--- src/rtl/polclk_pkg.sv ---
package polclk_pkg;

  // register word addresses (masks follow in policy order)
  localparam int REG_ACCESS = 0;
  localparam int REG_CTRL   = 1;
  localparam int REG_UPD    = 2;
  localparam int REG_STAT   = 3;
  localparam int REG_MASK0  = 4;

  typedef enum logic [1:0] {
    ENG_RUN  = 2'd0,
    ENG_HALT = 2'd1,
    ENG_LOAD = 2'd2
  } engState_t;

  // strobes from control to datapath
  typedef struct packed {
    logic maskWe;
    logic track;
  } dpStrobe_t;

  // control state shown to the datapath readback
  typedef struct packed {
    logic       wrOpen;
    logic       busy;
    logic       running;
    logic       halted;
    logic       err;
    logic [1:0] mode;
  } ctlStat_t;

endpackage

--- src/rtl/polclk_ctl.sv ---
module polclk_ctl
  import polclk_pkg::*;
#(
  parameter int ADDR_W = 4,
  parameter int NUM_POL = 4,
  parameter int KEY_W = 24,
  parameter logic [KEY_W-1:0] ACCESS_KEY = 24'hC3A5E1
) (
  input  logic              clk,
  input  logic              rstN,
  input  logic              busWe,
  input  logic [ADDR_W-1:0] busAddr,
  input  logic [KEY_W-1:0]  wrKey,
  input  logic [2:0]        wrCmd,
  output dpStrobe_t         strobe,
  output ctlStat_t          stat
);

  localparam logic [ADDR_W-1:0] A_ACCESS = ADDR_W'(REG_ACCESS);
  localparam logic [ADDR_W-1:0] A_CTRL   = ADDR_W'(REG_CTRL);
  localparam logic [ADDR_W-1:0] A_UPD    = ADDR_W'(REG_UPD);
  localparam logic [ADDR_W-1:0] A_STAT   = ADDR_W'(REG_STAT);
  localparam logic [ADDR_W-1:0] A_MASKLO = ADDR_W'(REG_MASK0);
  localparam logic [ADDR_W-1:0] A_MASKHI = ADDR_W'(REG_MASK0 + NUM_POL - 1);

  engState_t  engState, engNext;
  logic       wrOpen, busyQ, errQ;
  logic [1:0] modeQ;

  logic accessHit, allowed, maskHit, haltHit, goHit, errClr, maskDrop;

  always_comb begin
    accessHit = busWe && (busAddr == A_ACCESS);
    allowed   = busWe && wrOpen && (busAddr != A_ACCESS);
    maskHit   = allowed && (busAddr >= A_MASKLO) && (busAddr <= A_MASKHI);
    haltHit   = allowed && (busAddr == A_UPD) && wrCmd[0];
    goHit     = allowed && (busAddr == A_CTRL) && wrCmd[0] && (|wrCmd[2:1])
                && (engState == ENG_HALT);
    errClr    = allowed && (busAddr == A_STAT) && wrCmd[0];
    maskDrop  = maskHit && (engState != ENG_HALT);
  end

  always_comb begin
    engNext = engState;
    if (haltHit) begin
      engNext = ENG_HALT;
    end else begin
      unique case (engState)
        ENG_RUN:  engNext = ENG_RUN;
        ENG_HALT: engNext = goHit ? ENG_LOAD : ENG_HALT;
        ENG_LOAD: engNext = ENG_RUN;
        default:  engNext = ENG_RUN;
      endcase
    end
  end

  always_ff @(posedge clk) begin
    if (!rstN) begin
      engState <= ENG_RUN;
      wrOpen   <= 1'b0;
      busyQ    <= 1'b0;
      errQ     <= 1'b0;
      modeQ    <= 2'b00;
    end else begin
      engState <= engNext;
      if (accessHit) wrOpen <= (wrKey == ACCESS_KEY) && wrCmd[0];
      if (haltHit) busyQ <= 1'b0;
      else if (goHit) busyQ <= 1'b1;
      else if (engState == ENG_RUN && busyQ) busyQ <= 1'b0;
      if (goHit) modeQ <= wrCmd[2:1];
      if (maskDrop) errQ <= 1'b1;
      else if (errClr) errQ <= 1'b0;
    end
  end

  always_comb begin
    strobe.maskWe = maskHit && (engState == ENG_HALT);
    strobe.track  = (engState == ENG_RUN);
    stat.wrOpen   = wrOpen;
    stat.busy     = busyQ;
    stat.running  = (engState == ENG_RUN);
    stat.halted   = (engState == ENG_HALT);
    stat.err      = errQ;
    stat.mode     = modeQ;
  end

endmodule

--- src/rtl/polclk_dp.sv ---
module polclk_dp
  import polclk_pkg::*;
#(
  parameter int NUM_CLK = 32,
  parameter int NUM_POL = 4,
  parameter int ADDR_W = 4,
  parameter int DATA_W = 32,
  parameter int POL_W = 2
) (
  input  logic                       clk,
  input  logic                       rstN,
  input  dpStrobe_t                  strobe,
  input  ctlStat_t                   stat,
  input  logic [ADDR_W-1:0]          busAddr,
  input  logic [NUM_CLK-1:0]         wrMask,
  input  logic [POL_W-1:0]           polSel,
  output logic [NUM_CLK-1:0]         clkEn,
  output logic [POL_W-1:0]           actPol,
  output logic [DATA_W-1:0]          busRdata,
  output logic [NUM_POL*NUM_CLK-1:0] maskFlat
);

  logic [NUM_CLK-1:0] maskQ [NUM_POL];

  always_ff @(posedge clk) begin
    if (!rstN) begin
      for (int p = 0; p < NUM_POL; p++) maskQ[p] <= '1;
    end else if (strobe.maskWe) begin
      for (int p = 0; p < NUM_POL; p++)
        if (busAddr == ADDR_W'(REG_MASK0 + p)) maskQ[p] <= wrMask;
    end
  end

  always_ff @(posedge clk) begin
    if (!rstN) begin
      clkEn  <= '1;
      actPol <= '0;
    end else if (strobe.track) begin
      clkEn  <= maskQ[polSel];
      actPol <= polSel;
    end
  end

  for (genvar p = 0; p < NUM_POL; p++) begin : g_flat
    assign maskFlat[p*NUM_CLK +: NUM_CLK] = maskQ[p];
  end

  always_comb begin
    busRdata = '0;
    if (busAddr == ADDR_W'(REG_ACCESS)) begin
      busRdata[0] = stat.wrOpen;
    end else if (busAddr == ADDR_W'(REG_CTRL)) begin
      busRdata[0]   = stat.busy;
      busRdata[2:1] = stat.mode;
    end else if (busAddr == ADDR_W'(REG_UPD)) begin
      busRdata[0] = stat.halted;
    end else if (busAddr == ADDR_W'(REG_STAT)) begin
      busRdata[0]         = stat.err;
      busRdata[1]         = stat.running;
      busRdata[4 +: POL_W] = actPol;
    end else begin
      for (int p = 0; p < NUM_POL; p++)
        if (busAddr == ADDR_W'(REG_MASK0 + p)) busRdata = DATA_W'(maskQ[p]);
    end
  end

endmodule

--- src/rtl/polclk_ctrl.sv ---
module polclk_ctrl
  import polclk_pkg::*;
#(
  parameter int NUM_CLK = 32,
  parameter int NUM_POL = 4,
  parameter int ADDR_W = 4,
  parameter int DATA_W = 32,
  parameter int KEY_W = 24,
  parameter logic [KEY_W-1:0] ACCESS_KEY = 24'hC3A5E1,
  localparam int POL_W = (NUM_POL > 1) ? $clog2(NUM_POL) : 1
) (
  input  logic              clk,
  input  logic              rstN,
  input  logic              busWe,
  input  logic [ADDR_W-1:0] busAddr,
  input  logic [DATA_W-1:0] busWdata,
  output logic [DATA_W-1:0] busRdata,
  input  logic [POL_W-1:0]  polSel,
  output logic [NUM_CLK-1:0] clkEn
);

  dpStrobe_t                  strobe;
  ctlStat_t                   stat;
  logic [POL_W-1:0]           actPol;
  logic [NUM_POL*NUM_CLK-1:0] maskFlat;

  polclk_ctl #(
    .ADDR_W(ADDR_W), .NUM_POL(NUM_POL), .KEY_W(KEY_W), .ACCESS_KEY(ACCESS_KEY)
  ) u_ctl (
    .clk(clk), .rstN(rstN), .busWe(busWe), .busAddr(busAddr),
    .wrKey(busWdata[DATA_W-1 -: KEY_W]), .wrCmd(busWdata[2:0]),
    .strobe(strobe), .stat(stat)
  );

  polclk_dp #(
    .NUM_CLK(NUM_CLK), .NUM_POL(NUM_POL), .ADDR_W(ADDR_W),
    .DATA_W(DATA_W), .POL_W(POL_W)
  ) u_dp (
    .clk(clk), .rstN(rstN), .strobe(strobe), .stat(stat),
    .busAddr(busAddr), .wrMask(busWdata[NUM_CLK-1:0]), .polSel(polSel),
    .clkEn(clkEn), .actPol(actPol), .busRdata(busRdata), .maskFlat(maskFlat)
  );

endmodule

--- config.mk ---
export PLATFORM = sky130hd
export DESIGN_NAME = polclk_ctrl
export DESIGN_NICKNAME = d
export VERILOG_FILES = /design/src/rtl/polclk_pkg.sv /design/src/rtl/polclk_ctl.sv /design/src/rtl/polclk_dp.sv /design/src/rtl/polclk_ctrl.sv
export SDC_FILE = /design/constraint.sdc
export NUM_CORES = 1
export LEC_CHECK = 0
export BUFFER_PORTS_ARGS = -buffer_cell sky130_fd_sc_hd__buf_4
export CAP_MARGIN = 20
export CORE_MARGIN = 3
export CORE_UTILIZATION = 45
export CTS_BUF_LIST = sky130_fd_sc_hd__clkbuf_8 sky130_fd_sc_hd__clkbuf_16
export CTS_CLUSTER_DIAMETER = 60
export DETAILED_ROUTE_END_ITERATION = 6
export PLACE_DENSITY = 0.74
export SYNTH_ARGS = -nofsm -noshare
export SYNTH_HDL_FRONTEND = slang
export SYNTH_SLANG_ARGS = --single-unit
--- constraint.sdc ---
create_clock -name clk -period 7.9 [get_ports clk]
set_input_delay 1.58 -clock clk [delete_from_list [all_inputs] [get_ports clk]]
set_output_delay 1.58 -clock clk [all_outputs]
set_load 0.02 [all_outputs]
==> flow_metrics.py, run 1 <==
metrics = {
    "pwr": {
        "power.leakage_nw": 3.01,
        "power_density_mw_per_mm2": 196,
        "power_mw": 1.91,
        "peakVddDrop_v": 0.000140,
    },
    "cts": {
        "ctsResizeCount": 0,
        "htree_levels": 4,
        "root_buffer": "clkbuf_16",
        "cts_setup_buffers": 0,
        "numCtsBuffers": 17,
        "clock_sinks": 169,
        "clockBufferDepth": 2,
        "cts_tree": "built",
        "clk_pin_slew_ns": 0.06,
        "hold_buffers": 0,
        "worstSkewPairLatency_ns": 0.42,
    },
    "critical_path": {
        "reg2reg_slack_ns": 5.57,
        "end_kind": "output port",
        "cp_slowest_stage_delay_ns": 0.60,
        "path_max_fanout": 43,
        "cp-start-kind": "primary input",
        "startpoint": "busAddr[0]",
        "crit_cells": 6,
        "rr_startpoint": "u_ctl.engState[1]",
        "required_ns": 6.32,
        "crit_family": "buffers and inverters",
        "reg2regPathDepth": 5,
        "crit_slowest_cell": "buf_4",
        "path_class": "in2out",
        "path_cells": "buf_4 > nor2b_1 > nand2_1 > o21ai_0 > a22o_1 > buf_4",
        "worstPathArrival_ns": 3.18,
        "path_buf_inv": 2,
        "crit_path_frequent_cell": "buf_4",
    },
    "route": {
        "routed_via_density": 5.67,
        "post_drt_wl_per_cell_um": 21.2,
        "drc": 0,
        "vias": 5390,
        "routed_wl_mm": 20.2,
        "drt_iter0_drc": 448,
        "firstDrtPassIters": 5,
        "detail-route-antenna-nets": 0,
    },
    "synth": {
        "yosys-top-cells-area": "edfxtp_1 (47%), mux4_2 (17%), dfxtp_1 (10%)",
        "synth_fp_nets": 667,
        "ys_seq_area_frac": 0.570,
        "ys_warn_count": 0,
        "synth.top_cell.area_share": 0.470,
        "ys_ff_latch": 169,
        "synthCells": 626,
        "synth_cell_type_count": 32,
        "syn_area_mm2": 0.00818,
        "syn_avg_cell_area_um2": 13.1,
        "synth.largest_area_cell": "edfxtp_1",
    },
    "placement": {
        "place.gp.congestion": 0.814,
        "dp.cells": 919,
        "hpwl_mm": 12.0,
        "io_buffers": 104,
        "place_ws_ns": 3.14,
        "place_area_mm2": 0.00917,
    },
    "grt": {
        "grt_usage": 0.210,
        "grt_pass1_wl_mm": 31.8,
        "grt_max_degree": 52,
        "grt_pass1_vias": 5717,
        "grt_antenna_before_repair": 0,
        "overflow": 0,
    },
    "worst_hold_path": {
        "hold_path_class": "reg2reg",
        "whs_path_depth": 2,
        "hold_start": "u_dp.actPol[0]",
    },
    "timing": {
        "hold_violations": 0,
        "whs_ns": 0.468,
        "finalSetupTns_ns": 0,
        "clock_skew_ns": 0.00622,
        "slew_headroom": 0.461,
        "rsz0062_at_grt": "no",
        "min_period_ns": 4.76,
        "worstMarginPinSlew_ns": 0.808,
        "max_freq_mhz": 210,
        "post-route-period-util": 0.602,
        "finalSetupViolCount": 0,
        "worst_slack_ns": 3.14,
        "slew_violations": 0,
    },
    "floorplanning": {
        "rows": 48,
        "pin_count": 105,
        "floorplan.initialDensity": 0.467,
        "die_y_um": 141,
        "die_x_um": 141,
        "dieArea_mm2": 0.0198,
        "design.core.area_mm2": 0.0175,
    },
    "finish": {
        "num-fill-cells": 1453,
        "stdcell_area_mm2": 0.00976,
        "multi_input_area_mm2": 0.00335,
        "final_core_util": 0.556,
        "register_area_mm2": 0.00466,
        "area_growth_pct": 19.2,
        "drive_gt1_frac": 0.464,
        "fin_nets": 754,
        "final_cells": 951,
        "diodes": 0,
    },
    "run": {
        "cap_violations": 0,
    },
    "outcome": {
        "outcome": "finished clean",
    },
}
-- layer usage --
metal / vias up / global-route usage / part of all wire
li1: 2444 / - / -
met1: 2733 / 0.271 / 0.41
met2: 182 / 0.357 / 0.51
met3: 31 / 0.0393 / 0.062
met4: 0 / 0.0750 / 0.020
met5: - / 0 / 0
-- cell type report --
class / instances / share of cell area
clock inverters: 13 / 0.0141
flip-flops and latches: 169 / 0.478
repair buffers: 114 / 0.0877
well taps: 225 / 0.0289
inverters: 3 / 0.00115
clock buffers: 19 / 0.0464
multi-input cells: 408 / 0.344
-- Yosys cell counts --
cell type / count
mux4_2: 62
nor3_1: 4
a21oi_1: 6
or3_1: 1
nor3_2: 1
or2_2: 129
nor2b_1: 29
nand3_1: 37
nor2_1: 6
o2111ai_1: 1
nor3b_1: 2
a22o_1: 1
inv_1: 3
nand4_1: 3
clkbuf_1: 39
nor4_1: 2
nand2_1: 88
mux2i_1: 7
or4b_2: 1
a21boi_0: 3
o21a_1: 4
nand4b_1: 3
edfxtp_1: 128
o21ai_0: 7
buf_2: 7
nand3b_1: 1
dfxtp_1: 41
and3b_1: 1
o32ai_1: 1
a211oi_1: 1
nor4bb_1: 1
nand2b_1: 6
-- layout by cell type (no fill, tap or decap), types with 5 or more instances in the layout --
cell and n:
nor2b_1 29, inv_1 7, nand3_1 37, clkbuf_16 17
nand2_1 88, dfxtp_1 41, mux2i_1 7, o21ai_0 5
nor2_1 5, buf_4 114, a21oi_1 6, or2_2 129
mux4_2 62, nand2b_1 6, edfxtp_1 128
-- kinds of logic (layout without fill, tap and decap cells) --
kind of cell	count (synthesis)	count (layout)	synth area share
buffers and inverters	49	149	0.0235
flip-flops	169	169	0.570
AND/OR/NAND/NOR	315	315	0.209
AO/OA/AOI/OAI	24	24	0.0185
multiplexers	69	69	0.179
-- power breakdown --
part / internal, mW / leakage (nW) / switching (mW) / total (mW)
clock network: 0.507 / 0.309 / 0.325 / 0.832
registers: 0.952 / 1.20 / 0.000221 / 0.952
logic: 0.0448 / 1.50 / 0.0809 / 0.126
total: 1.50 / 3.01 / 0.406 / 1.91
-- registers in the layout (all words and copies together), names as in the netlist --
signal / flops
u_dp.clkEn: 32
u_ctl.errQ: 1
u_ctl.engState: 2
u_dp.actPol: 2
u_dp.maskQ: 128
u_ctl.busyQ: 1
u_ctl.wrOpen: 1
u_ctl.modeQ: 2
-- path summary, 6_finish.rpt --
check                     end
min            u_dp.actPol[0]
max               busRdata[0]
max reg2reg  u_dp.maskQ[1][0]
min reg2reg    u_dp.actPol[0]
-- worst reg2reg max path, cell delays in order (launching register included) --
cell,delay (ns)
dfxtp_1,0.34
nand2b_1,0.22
nor3_2,0.37
nand2_1,0.09
nand2_1,0.50
buf_4,0.45
Note: power is estimated with default switching activity, not from simulation.
==> inputs of run 2 (changes only) <==
clock period = 4.52 ns   (was 7.9 ns; I/O delays follow)
==> run 2 against run 1 <==
Critical endpoint unchanged. Total power increased by 75%. Largest power group unchanged. Clock skew increased by 0.0031 ns. Count of clock-buffer cells in the layout decreased by 1. Sequential power increased by 74%.
==> flow_metrics.py, run 2 (synthesized netlist as in run 1, its figures left out) <==
metrics = {
    "placement": {
        "place.gp.congestion": 0.803,
        "hpwl_mm": 12.8,
        "io_buffers": 104,
    },
    "timing": {
        "finalSetupViolCount": 0,
        "rsz0062_at_grt": "no",
        "finalSetupTns_ns": 0,
        "min_period_ns": 3.43,
        "slew_violations": 0,
        "clock_skew_ns": 0.00933,
        "max_freq_mhz": 291,
        "slew_headroom": 0.446,
        "post-route-period-util": 0.759,
        "worstMarginPinSlew_ns": 0.831,
        "hold_violations": 0,
    },
    "finish": {
        "num-fill-cells": 1433,
        "most-common-layout-cells": "or2_2 (129), edfxtp_1 (128), buf_4 (114), nand2_1 (88), mux4_2 (62)",
        "fin_nets": 754,
        "diodes": 0,
        "final_core_util": 0.557,
        "largestRegisters": "u_dp.maskQ (128), u_dp.clkEn (32)",
        "largest_register_ffs": 128,
        "drive_gt1_frac": 0.467,
        "largest_register": "u_dp.maskQ",
        "area_growth_pct": 19.3,
        "layout_commonest_cell": "or2_2",
    },
    "cts": {
        "clk_pin_slew_ns": 0.06,
        "root_buffer": "clkbuf_16",
        "clock_sinks": 169,
        "cts_tree": "built",
        "hold_buffers": 0,
        "cts_setup_buffers": 0,
        "worstSkewPairLatency_ns": 0.43,
        "clockBufferDepth": 2,
        "numCtsBuffers": 17,
        "ctsResizeCount": 0,
        "htree_levels": 4,
    },
    "critical_path": {
        "crit_family": "buffers and inverters",
        "cp-start-kind": "primary input",
        "end_kind": "output port",
        "path_class": "in2out",
        "path_max_fanout": 43,
        "reg2regPathDepth": 4,
        "rr_startpoint": "u_ctl.engState[1]",
        "path_cells": "buf_4 > nor2b_1 > nand2_1 > o21ai_0 > a22o_1 > buf_4",
        "required_ns": 3.62,
        "r2r_end": "u_dp.maskQ[2][22]",
        "reg2reg_slack_ns": 2.35,
        "cp_slowest_stage_delay_ns": 0.59,
        "crit_slowest_cell": "buf_4",
        "path_buf_inv": 2,
        "worstPathArrival_ns": 2.53,
        "crit_path_frequent_cell": "buf_4",
    },
    "route": {
        "vias": 5393,
        "routed_wl_mm": 20.6,
        "firstDrtPassIters": 5,
        "drt_iter0_drc": 591,
        "drc": 0,
        "post_drt_wl_per_cell_um": 21.6,
        "detail-route-antenna-nets": 0,
        "routed_via_density": 5.67,
    },
    "pwr": {
        "power_mw": 3.35,
        "power_density_mw_per_mm2": 343,
        "power.leakage_nw": 2.99,
        "peakVddDrop_v": 0.000289,
    },
    "floorplanning": {
        "floorplan.initialDensity": 0.467,
        "rows": 48,
        "design.core.area_mm2": 0.0175,
        "die_x_um": 141,
        "pin_count": 105,
        "die_y_um": 141,
        "dieArea_mm2": 0.0198,
    },
    "grt": {
        "overflow": 0,
        "grt_max_degree": 52,
        "grt_pass1_wl_mm": 32.0,
        "grt_antenna_before_repair": 1,
        "grt_usage": 0.214,
        "grt_pass1_vias": 5754,
    },
    "worst_hold_path": {
        "hold_start": "u_dp.clkEn[23]",
        "whs_path_depth": 2,
        "hold_path_class": "reg2reg",
        "min_to": "u_dp.clkEn[23]",
    },
    "run": {
        "cap_violations": 0,
    },
    "outcome": {
        "outcome": "finished clean",
    },
}
## run 2: where the power goes
group          internal [mW]  total [mW]  switching, mW
sequential              1.66        1.66       0.000434
combinational         0.0783       0.219          0.141
clock                  0.877        1.47          0.589
total                   2.62        3.35          0.731
## run 2: through the flow
step / instance area (um^2) / hold slack, ns / std cells / setup WS (ns)
6_report: 9760 / 0.465 / 951 / 1.09
5_1_grt: 9760 / 0.486 / 951 / 0.915
4_1_cts: 9760 / 0.470 / 951 / 1.06
3_5_place_dp: 9170 / 0.457 / 919 / 1.06
3_3_place_gp: 9170 / 0.451 / 919 / 1.08
2_1_floorplan: 8180 / 0.437 / 626 / 0.185
## run 2: final cells by class
cell class / count / area [um^2] / share of cell area
clock inverter: 14 / 158 / 0.0161
multi-input combinational: 408 / 3350 / 0.343
clock buffer: 18 / 439 / 0.0450
sequential: 169 / 4660 / 0.478
timing repair buffer: 114 / 856 / 0.0877
tap: 225 / 282 / 0.0288
inverter: 3 / 11.3 / 0.00115
## run 2: routing by layer
layer | up-vias | routed length, um | share of wire | track usage
met5 | - | 13 | 0.00063 | 0
met4 | 2 | 389 | 0.019 | 0.0801
met3 | 34 | 1300 | 0.063 | 0.0468
met2 | 208 | 10900 | 0.53 | 0.382
met1 | 2702 | 7960 | 0.39 | 0.252
li1 | 2447 | - | - | -
## run 2: worst register-to-register path: stages, from the launching register on
cell      delay [ns]
dfxtp_1         0.34
nand2b_1        0.22
or3_1           0.48
o21ai_4         0.29
buf_4           0.48
## run 2: worst max-delay path by stage
stage / startpoint / endpoint / slack, ns / depth (start not counted)
floorplan: busAddr[1] / u_dp.maskQ[3][0] / 0.18 / 4
global placement: busAddr[0] / busRdata[4] / 1.08 / 5
detailed placement: busAddr[0] / busRdata[4] / 1.06 / 5
CTS: busAddr[0] / busRdata[4] / 1.06 / 5
global route: busAddr[0] / busRdata[0] / 0.91 / 6
finish: busAddr[0] / busRdata[0] / 1.09 / 6
